`src/rtl/wsr_pkg.sv`:
```
package wsr_pkg;
  typedef enum logic [1:0] {
    ACC_NONE = 2'd0,
    ACC_WIN  = 2'd1,
    ACC_CTRL = 2'd2
  } acc_e;
endpackage

```
`src/rtl/wsr_addr_dec.sv`:
```
module wsr_addr_dec import wsr_pkg::*; #(
  parameter int unsigned NWIN   = 5,
  parameter int unsigned NREG   = 4,
  parameter int unsigned ADDR_W = 5,
  parameter int unsigned RIDX_W = $clog2(NREG),
  parameter int unsigned WSEL_W = ADDR_W - RIDX_W
) (
  input  logic [ADDR_W-1:0] addr_i,
  output acc_e              kind_o,
  output logic [WSEL_W-1:0] wsel_o,
  output logic [RIDX_W-1:0] ridx_o
);
  localparam logic [WSEL_W-1:0] CTRL_SEL = WSEL_W'(NWIN);

  always_comb begin
    wsel_o = addr_i[ADDR_W-1:RIDX_W];
    ridx_o = addr_i[RIDX_W-1:0];
    if (wsel_o < CTRL_SEL)                      kind_o = ACC_WIN;
    else if (wsel_o == CTRL_SEL && ridx_o == '0) kind_o = ACC_CTRL;
    else                                         kind_o = ACC_NONE;
  end
endmodule

```
`src/rtl/wsr_win_bank.sv`:
```
module wsr_win_bank #(
  parameter int unsigned NREG   = 4,
  parameter int unsigned DW     = 32,
  parameter int unsigned RIDX_W = $clog2(NREG),
  parameter int unsigned EN_BIT = 0
) (
  input  logic               clk_i,
  input  logic               rst_ni,
  input  logic               wr_i,
  input  logic [RIDX_W-1:0]  ridx_i,
  input  logic [DW-1:0]      wdata_i,
  input  logic               xfer_i,
  output logic [NREG*DW-1:0] shd_o,
  output logic [NREG*DW-1:0] act_o,
  output logic               en_o
);
  logic [NREG-1:0][DW-1:0] shd_q, act_q;

  // transfer samples pre-write shadow: same-edge write lands next frame
  always_ff @(posedge clk_i or negedge rst_ni) begin
    if (!rst_ni) begin
      shd_q <= '0;
      act_q <= '0;
    end else begin
      if (xfer_i) act_q <= shd_q;
      if (wr_i)   shd_q[ridx_i] <= wdata_i;
    end
  end

  assign shd_o = shd_q;
  assign act_o = act_q;
  assign en_o  = act_q[0][EN_BIT];
endmodule

```
`src/rtl/wsr_ctrl_reg.sv`:
```
module wsr_ctrl_reg #(
  parameter int unsigned NWIN     = 5,
  parameter int unsigned DW       = 32,
  parameter int unsigned PROT_LSB = 16
) (
  input  logic            clk_i,
  input  logic            rst_ni,
  input  logic            wr_i,
  input  logic [NWIN-1:0] chan_d_i,
  input  logic [NWIN-1:0] prot_d_i,
  output logic [NWIN-1:0] chan_o,
  output logic [NWIN-1:0] prot_o,
  output logic [DW-1:0]   rd_o
);
  always_ff @(posedge clk_i or negedge rst_ni) begin
    if (!rst_ni) begin
      chan_o <= '0;
      prot_o <= '0;
    end else if (wr_i) begin
      chan_o <= chan_d_i;
      prot_o <= prot_d_i;
    end
  end

  always_comb begin
    rd_o = '0;
    rd_o[NWIN-1:0]         = chan_o;
    rd_o[PROT_LSB +: NWIN] = prot_o;
  end
endmodule

```
`src/rtl/wsr_rd_mux.sv`:
```
module wsr_rd_mux import wsr_pkg::*; #(
  parameter int unsigned NWIN   = 5,
  parameter int unsigned NREG   = 4,
  parameter int unsigned DW     = 32,
  parameter int unsigned ADDR_W = 5
) (
  input  acc_e                   kind_i,
  input  logic [ADDR_W-1:0]      addr_i,
  input  logic [NWIN*NREG*DW-1:0] shd_all_i,
  input  logic [DW-1:0]          ctrl_rd_i,
  output logic [DW-1:0]          rdata_o
);
  // window words sit at flat index == address
  always_comb begin
    unique case (kind_i)
      ACC_WIN:  rdata_o = shd_all_i[DW*int'(addr_i) +: DW];
      ACC_CTRL: rdata_o = ctrl_rd_i;
      default:  rdata_o = '0;
    endcase
  end
endmodule

```
`src/rtl/win_shadow_regs.sv`:
```
module win_shadow_regs import wsr_pkg::*; #(
  parameter int unsigned NWIN     = 5,
  parameter int unsigned NREG     = 4,
  parameter int unsigned DW       = 32,
  parameter int unsigned ADDR_W   = 5,
  parameter int unsigned PROT_LSB = 16,
  parameter int unsigned EN_BIT   = 0
) (
  input  logic                    clk_i,
  input  logic                    rst_ni,
  input  logic                    we_i,
  input  logic [ADDR_W-1:0]       addr_i,
  input  logic [DW-1:0]           wdata_i,
  output logic [DW-1:0]           rdata_o,
  input  logic                    vsync_i,
  output logic [NWIN-1:0]         chan_en_o,
  output logic [NWIN-1:0]         win_en_o,
  output logic [NWIN*NREG*DW-1:0] act_regs_o
);
  localparam int unsigned RIDX_W = $clog2(NREG);
  localparam int unsigned WSEL_W = ADDR_W - RIDX_W;
  localparam int unsigned BANK_W = NREG * DW;

  acc_e                    kind;
  logic [WSEL_W-1:0]       wsel;
  logic [RIDX_W-1:0]       ridx;
  logic [NWIN-1:0]         prot_q;
  logic [DW-1:0]           ctrl_rd;
  logic [NWIN*BANK_W-1:0]  shd_all;

  wsr_addr_dec #(
    .NWIN(NWIN), .NREG(NREG), .ADDR_W(ADDR_W), .RIDX_W(RIDX_W), .WSEL_W(WSEL_W)
  ) i_dec (
    .addr_i(addr_i), .kind_o(kind), .wsel_o(wsel), .ridx_o(ridx)
  );

  wsr_ctrl_reg #(.NWIN(NWIN), .DW(DW), .PROT_LSB(PROT_LSB)) i_ctrl (
    .clk_i   (clk_i),
    .rst_ni  (rst_ni),
    .wr_i    (we_i && kind == ACC_CTRL),
    .chan_d_i(wdata_i[NWIN-1:0]),
    .prot_d_i(wdata_i[PROT_LSB +: NWIN]),
    .chan_o  (chan_en_o),
    .prot_o  (prot_q),
    .rd_o    (ctrl_rd)
  );

  for (genvar w = 0; w < NWIN; w++) begin : g_win
    logic wr_w, xfer_w;
    assign wr_w   = we_i && kind == ACC_WIN && wsel == WSEL_W'(w);
    assign xfer_w = vsync_i && !prot_q[w];

    wsr_win_bank #(.NREG(NREG), .DW(DW), .RIDX_W(RIDX_W), .EN_BIT(EN_BIT)) i_bank (
      .clk_i  (clk_i),
      .rst_ni (rst_ni),
      .wr_i   (wr_w),
      .ridx_i (ridx),
      .wdata_i(wdata_i),
      .xfer_i (xfer_w),
      .shd_o  (shd_all[w*BANK_W +: BANK_W]),
      .act_o  (act_regs_o[w*BANK_W +: BANK_W]),
      .en_o   (win_en_o[w])
    );
  end

  wsr_rd_mux #(.NWIN(NWIN), .NREG(NREG), .DW(DW), .ADDR_W(ADDR_W)) i_rd (
    .kind_i   (kind),
    .addr_i   (addr_i),
    .shd_all_i(shd_all),
    .ctrl_rd_i(ctrl_rd),
    .rdata_o  (rdata_o)
  );
endmodule

```
`config.mk`:
```
export PLATFORM = sky130hd
export DESIGN_NAME = win_shadow_regs
export DESIGN_NICKNAME = d
export VERILOG_FILES = /design/src/rtl/wsr_pkg.sv /design/src/rtl/wsr_addr_dec.sv /design/src/rtl/wsr_win_bank.sv /design/src/rtl/wsr_ctrl_reg.sv /design/src/rtl/wsr_rd_mux.sv /design/src/rtl/win_shadow_regs.sv
export SDC_FILE = /design/constraint.sdc
export NUM_CORES = 2
export LEC_CHECK = 0
export CAP_MARGIN = 20
export CELL_PAD_IN_SITES_DETAIL_PLACEMENT = 0
export CELL_PAD_IN_SITES_GLOBAL_PLACEMENT = 2
export CORE_ASPECT_RATIO = 1.2
export CORE_MARGIN = 5
export CORE_UTILIZATION = 40
export DETAILED_ROUTE_END_ITERATION = 8
export GPL_ROUTABILITY_DRIVEN = 0
export PLACE_DENSITY_LB_ADDON = 0.1
export SLEW_MARGIN = 5
export SYNTH_ARGS = -nofsm -noshare
export SYNTH_HDL_FRONTEND = slang
export SYNTH_HIERARCHICAL = 1
export SYNTH_SLANG_ARGS = --single-unit
```
`constraint.sdc`:
```
create_clock -name clk_i -period 2.8 [get_ports clk_i]
set_input_delay 0.42 -clock clk_i [delete_from_list [all_inputs] [get_ports clk_i]]
set_output_delay 0.42 -clock clk_i [all_outputs]
set_load 0.01 [all_outputs]
```
Yosys cells after proc, flatten, opt, wreduce, memory -nomap -nowiden
Cells that the tools add are included.
{"block": "word_totals", "ff_bits": 1290, "latch_bits": 0, "ramBits": 0, "mem_bits_ro": 0, "inputBits": 41, "elab_cells": 84, "n_memories": 0}
{"block": "classes", "n_addsub": 0, "n_mul": 0, "div_mod_pow": 0, "magnitude_cmp": 3, "eq_ne": 7, "shift": 1, "muxes": 10, "bitwise": 0, "reduce_logical": 21}
{"cell": "$bwmux 128", "n": 5}
{"cell": "$shiftx 640x11->32", "n": 1}
{"cell": "$demux 32 s2", "n": 1}
{"cell": "$pmux 32 s2", "n": 1}
{"cell": "$mux 32", "n": 1}
{"cell": "$logic_and 1x1->1", "n": 14}
{"cell": "$eq 3x2->1 const B", "n": 2}
{"cell": "$eq 3x3->1 const B", "n": 2}
{"cell": "$logic_not 1->1", "n": 5}
{"cell": "$mux 2", "n": 2}
{"cell": "$eq 3x1->1 const B", "n": 1}
{"cell": "$logic_not 3->1", "n": 1}
{"cell": "$lt 2x3->1 const B", "n": 1}
{"cell": "$lt 3x3->1 const B", "n": 1}
{"cell": "$eq 2x1->1 const B", "n": 1}
{"cell": "$eq 2x2->1 const B", "n": 1}
{"cell": "$ge 2x1->1 const B", "n": 1}
{"cell": "$logic_not 2->1", "n": 1}

Depth between registers and ports, before layout
{"block": "depth", "word_depth": 7, "depth_mapped": 10}

By module
The synthesis kept the hierarchy.
{"module": "wsr_win_bank", "instances": 5, "cells_per_inst": 543, "area_each_um2": 9465.3}
{"module": "wsr_rd_mux", "instances": 1, "cells_per_inst": 451, "area_each_um2": 5385.2}
{"module": "wsr_ctrl_reg", "instances": 1, "cells_per_inst": 54, "area_each_um2": 655.6}
{"module": "win_shadow_regs", "instances": 1, "cells_per_inst": 17, "area_each_um2": 107.6}
{"module": "wsr_addr_dec", "instances": 1, "cells_per_inst": 8, "area_each_um2": 58.8}

Worst setup path after synthesis
Ideal clock, no wire load.
{"block": "synth_path", "path_kind": "input-to-output", "startpoint": "input addr_i[3]", "endpoint": "output rdata_o[11]", "arrival_time_ps": 2293, "t_required_ps": 2380, "path_slack_ps": 87, "path_stages": 9, "n_path_buf": 2, "cell_sequence": "o21ai_0 inv_1 ha_1 nand4bb_1 clkbuf_1 nor2_1 clkbuf_1 a22oi_1 nand3_1"}
{"block": "synth_via", "elab_chain_cells": 6, "word_cells_on_any_way": 9, "classes_between": "order compare (1); eq/ne (3); shift (1); mux (3); reduce/logical (1)"}
{"item": "start, declared", "line_no": "win_shadow_regs.sv:12", "text": "input logic [ADDR_W-1:0] addr_i,"}
{"item": "parallel branches: the longest is 5 deep, another holds $shiftx 640x11->32"}
{"item": "$pmux 32 s2 (*)", "line_no": "wsr_rd_mux.sv:15", "text": "unique case (kind_i)"}
{"item": "end, declared", "line_no": "win_shadow_regs.sv:14", "text": "output logic [DW-1:0] rdata_o,"}
Mark *: on every way between the ends.

Worst setup path after layout
{"block": "layout_path", "startpoint": "register g_win[1].i_bank.shd_q, in the netlist g_win[1].i_bank/shd_o[91]", "endpoint": "output rdata_o[27]"}
{"block": "layout_via", "elab_chain_cells": 2}
{"item": "start, declared", "line_no": "wsr_win_bank.sv:17", "text": "logic [NREG-1:0][DW-1:0] shd_q, act_q;"}
{"item": "start signal, assigned by index", "line_no": "wsr_win_bank.sv:26", "text": "if (wr_i) shd_q[ridx_i] <= wdata_i;"}
{"item": "$shiftx 640x11->32", "line_no": "wsr_rd_mux.sv:16", "text": "ACC_WIN: rdata_o = shd_all_i[DW*int'(addr_i) +: DW];"}
{"item": "$pmux 32 s2", "line_no": "wsr_rd_mux.sv:15"}
Every way passes these cells.

==> key figures <==
Run status
  – Outcome: finished with violations
  – Violated checks: setup timing

Route
  – Drt first pass iters: 5
  – Total via count in the routed design: 32600
  – Number of DRC markers after the initial detailed-route iteration: roughly 1900
  – Topmost layer with routed signal wires: met5
  – Sum of routed wire length over all layers: roughly 180 mm
  – Wire length per cell after detailed routing: 29.9 um
  – Wire length on met2: 87.0 mm
  – DRC violation count after routing: 0
  – Drt via density: 5.31
  – DRT met1 WL: approximately 79 mm
  – Antenna Nets Post-Route: 0
  – Sum of met3 wire segment lengths after detailed routing: around 13 mm

Worst setup path
  – Sort of element at the start of the critical path: flip-flop
  – Ordered list of cells on the worst path: mux4_2 > mux2_4 > nand2_4 > nand3_4 > buf_12
  – CP endpoint kind: output port
  – Longest individual stage delay on the worst path: 0.57 ns
  – Required time of the worst setup path: 2.38 ns
  – Slowest cell on the critical path: sky130_fd_sc_hd__mux4_2
  – Internal reg-to-reg setup slack: roughly 1.1 ns
  – Arr. time, crit path: 2.38 ns
  – Max FO, Critical Path: 2
  – Start-to-end type of the worst setup path: flip-flop to output port

Synth
  – Mean area per synthesized cell: 16.5 um2
  – Count of cell types in the netlist: 36
  – Main synth FF type: sky130_fd_sc_hd__dfrtp_1
  – Main area contributors after synthesis: sky130_fd_sc_hd__dfrtp_1, sky130_fd_sc_hd__mux2_2, sky130_fd_sc_hd__mux4_2, sky130_fd_sc_hd__mux2i_1, sky130_fd_sc_hd__buf_2
  – Cells after Synth: 3245
  – Number of flops mapped to enable cells by yosys: 0
  – Number of synthesized register bits: 1290
  – Yosys synthesis warning count: 6
  – Async set or reset register ratio after synthesis: 100%
  – Share of the synthesized area in the top cell type: 60.3%
  – Post-synth top area cell: sky130_fd_sc_hd__dfrtp_1
  – Sequential area share after synthesis: 60.3%
  – Netlist area before placement: 53500 um2

Clock tree
  – Num CTS Buffers: 137
  – Skew-Pair Late Insertion Delay: 0.77 ns
  – Clock-pin slew on the worst setup and hold paths: ~0.06 ns
  – Cell at the root of the clock tree: sky130_fd_sc_hd__clkbuf_16
  – CTS Sinks: 1290
  – CTS Buffer Depth: 3
  – Clock tree from TritonCTS: yes
  – Depth of the CTS H-tree: 4

Timing
  – Final Hold Viols: 0
  – Worst slew margin relative to its limit: a little under a third
  – Fmax: 357 MHz
  – Final worst path period need: 2.80 ns
  – Final worst clock skew: ~0.025 ns
  – Measured slew at the worst slew-check pin: 1.03 ns
  – Setup repair after global routing missed its margin: true
  – Final-report max-slew violation count: 0
  – Finish-stage setup viols: 2
  – Post-route setup slack: -0.00467 ns
  – Final worst-path cycle share: 100%

Final layout
  – Area grow syn2layout: 31.6%
  – Post-route design area: 70400 um2
  – Area used by multi-input combinational logic: just over 20000 um2
  – Sequential cell area: about 32000 um2
  – Fillers: 11300
  – Fraction of layout cells with a size suffix above 1: 48.0%
  – Net total in the final layout: 4288

GRT
  – Maximum number of pins on one net before global-route repair: 98
  – Antenna violations before repair: 8
  – Leftover overflow at the end of global routing: 0
  – First-pass GRT wire length: 261 mm
  – All-layer global routing usage: 25.7%
  – Vias in the first global route: 34400

Pwr
  – Worst IR drop on VDD: 501 uV
  – Clock power share: 32.6%
  – Leakage power: 0.0327 uW
  – P_int: 40400 uW
  – PwrDens: around 800 nW/um2
  – Net switching power: roughly 16000 uW
  – Fraction of power spent switching nets: 28.1%
  – Total power: ~56000 uW
  – Power share of the combinational group: 22.9%
  – Reg power frac: 44.5%

Die
  – Number of rows in the core area: roughly 150
  – Num ports: 723
  – Y dimension of the die: 411 um
  – Die X: 344 um
  – Starting Density: 40.1%
  – Die footprint: between 100000 and 150000 um2
  – Floorplan Core Area: about 130000 um2

Place
  – Count of port buffers added during placement: 722
  – DP HPWL: 130 mm
  – Placed Area: 64800 um2

Worst hold path
  – Type of the worst min-delay path: input pin to asynchronous set/reset pin

Job
  – Max-cap check violation count: 0
-- area by class of cell --
type	count	area share (%)
Sequential cell	1290	45.8
Multi-Input combinational cell	1737	29.0
Timing Repair Buffer	1077	15.6
Clock buffer	215	5.94
Tap cell	1788	3.18
Clock inverter	30	0.462
Antenna cell	5	0.0178
Inverter	2	0.0107
-- cell usage after synthesis, types with 5 or more instances --
cell / number
sky130_fd_sc_hd__buf_2: 137
sky130_fd_sc_hd__nor2b_1: 8
sky130_fd_sc_hd__mux2_4: 10
sky130_fd_sc_hd__mux2_2: 1284
sky130_fd_sc_hd__buf_4: 69
sky130_fd_sc_hd__buf_6: 10
sky130_fd_sc_hd__mux2i_1: 88
sky130_fd_sc_hd__nand2_1: 17
sky130_fd_sc_hd__nand3_1: 37
sky130_fd_sc_hd__mux4_2: 110
sky130_fd_sc_hd__mux2_1: 10
sky130_fd_sc_hd__dfrtp_1: 1290
sky130_fd_sc_hd__mux4_1: 15
sky130_fd_sc_hd__a32oi_1: 14
sky130_fd_sc_hd__a22oi_1: 67
sky130_fd_sc_hd__nor2_1: 5
sky130_fd_sc_hd__nand3b_1: 12
sky130_fd_sc_hd__o211ai_1: 19
sky130_fd_sc_hd__clkbuf_1: 19
sky130_fd_sc_hd__nor3b_2: 5
-- cell families after synthesis --
kind of cell / Yosys count / synth area share [%]
mux: 1517 / 34.5
flops: 1290 / 60.3
buf+inv: 239 / 2.62
compound gates: 101 / 1.44
simple gates: 95 / 1.07
fa+ha+maj: 2 / 0.0467
other cells: 1 / 0.00700
-- stage by stage --
step	hold WS [ns]	std cells	setup WS (ns)	setup TNS, ns	utilization (%)
CTS	0.210	6120	-0.0991	-0.564	52.6
finish	0.232	6144	-0.00467	-0.00745	52.8
global route	0.235	6139	-0.0808	-0.606	52.8
global placement	0.373	5805	-0.845	-140.59	48.6
floorplan	0.124	3266	0.0869	0	-
detailed placement	0.380	5806	-0.832	-137.74	48.6
-- flip-flops by register name, indices dropped and copies added, names as in the netlist --
signal and count:
g_win.i_bank/shd_o 640, i_ctrl/prot_o 5, i_ctrl/chan_o 5, g_win.i_bank/act_o 640
-- repair_timing --
item,in CTS,in global routing
endpoints found under the setup margin,32,28
pin swaps,33,9
cloned,1,1
hold endpoints to repair,148,0
setup buffers,74,20
gates resized for setup,204,23
hold buffers,1,0
-- routing by layer --
| metal | vias up | GRT usage (%) |
|---|---|---|
| met5 | - | 0 |
| met4 | 4 | 6.67 |
| met3 | 182 | 7.06 |
| met2 | 824 | 41.3 |
| met1 | 17700 | 34.7 |
| li1 | 13900 | - |
-- power by group through the flow --
stage	combinational, uW	clock [uW]	sequential (uW)
6_report	12900	18300	24900
5_1_grt	13700	19500	25300
4_1_cts	13000	18800	25000
3_5_place_dp	12500	0	25300
3_3_place_gp	12400	0	25200
2_1_floorplan	4700	0	25000
-- path summary, 6_finish.rpt --
kind,startpoint,endpoint,cells past startpoint
worst max-delay path,g_win[1].i_bank/shd_o[91]$_DFFE_PN0P_,rdata_o[27],5
worst min-delay path,rst_ni,g_win[1].i_bank/act_o[78]$_DFFE_PN0P_,2
worst max register to register,i_ctrl/prot_o[1]$_DFFE_PN0P_,g_win[1].i_bank/act_o[124]$_DFFE_PN0P_,3
worst min register to register,g_win[2].i_bank/act_o[104]$_DFFE_PN0P_,g_win[2].i_bank/act_o[104]$_DFFE_PN0P_,1
max in group asynchronous,rst_ni,g_win[1].i_bank/act_o[42]$_DFFE_PN0P_,4
min in group clk_i,addr_i[4],i_ctrl/chan_o[0]$_DFFE_PN0P_,6
-- cells in the final DEF, fill, tap and decap left out, types with 13 or more instances in the layout --
cell type / netlist / layout
sky130_fd_sc_hd__clkdlybuf4s50_1: 0 / 684
sky130_fd_sc_hd__clkinv_2: 0 / 15
sky130_fd_sc_hd__buf_6: 10 / 21
sky130_fd_sc_hd__mux2_2: 1284 / 1271
sky130_fd_sc_hd__clkbuf_8: 0 / 29
sky130_fd_sc_hd__mux2i_1: 88 / 79
sky130_fd_sc_hd__clkbuf_1: 19 / 41
sky130_fd_sc_hd__o211ai_1: 19 / 19
sky130_fd_sc_hd__buf_12: 0 / 79
sky130_fd_sc_hd__buf_4: 69 / 267
sky130_fd_sc_hd__dfrtp_1: 1290 / 1289
sky130_fd_sc_hd__a22oi_1: 67 / 57
sky130_fd_sc_hd__nand3_2: 0 / 16
sky130_fd_sc_hd__nand3_1: 37 / 17
sky130_fd_sc_hd__mux2_4: 10 / 23
sky130_fd_sc_hd__a32oi_1: 14 / 13
sky130_fd_sc_hd__conb_1: 1 / 22
sky130_fd_sc_hd__clkbuf_16: 0 / 147
sky130_fd_sc_hd__mux4_2: 110 / 120
-- worst max-delay path: cells and delay by family (launching register included) --
family / cells / cell delay (ns)
multiplexers: 2 / 0.92
flip-flops: 1 / 0.38
AND/OR/NAND/NOR: 2 / 0.16
buffers and inverters: 1 / 0.15
(Power assumes the default switching activity.)
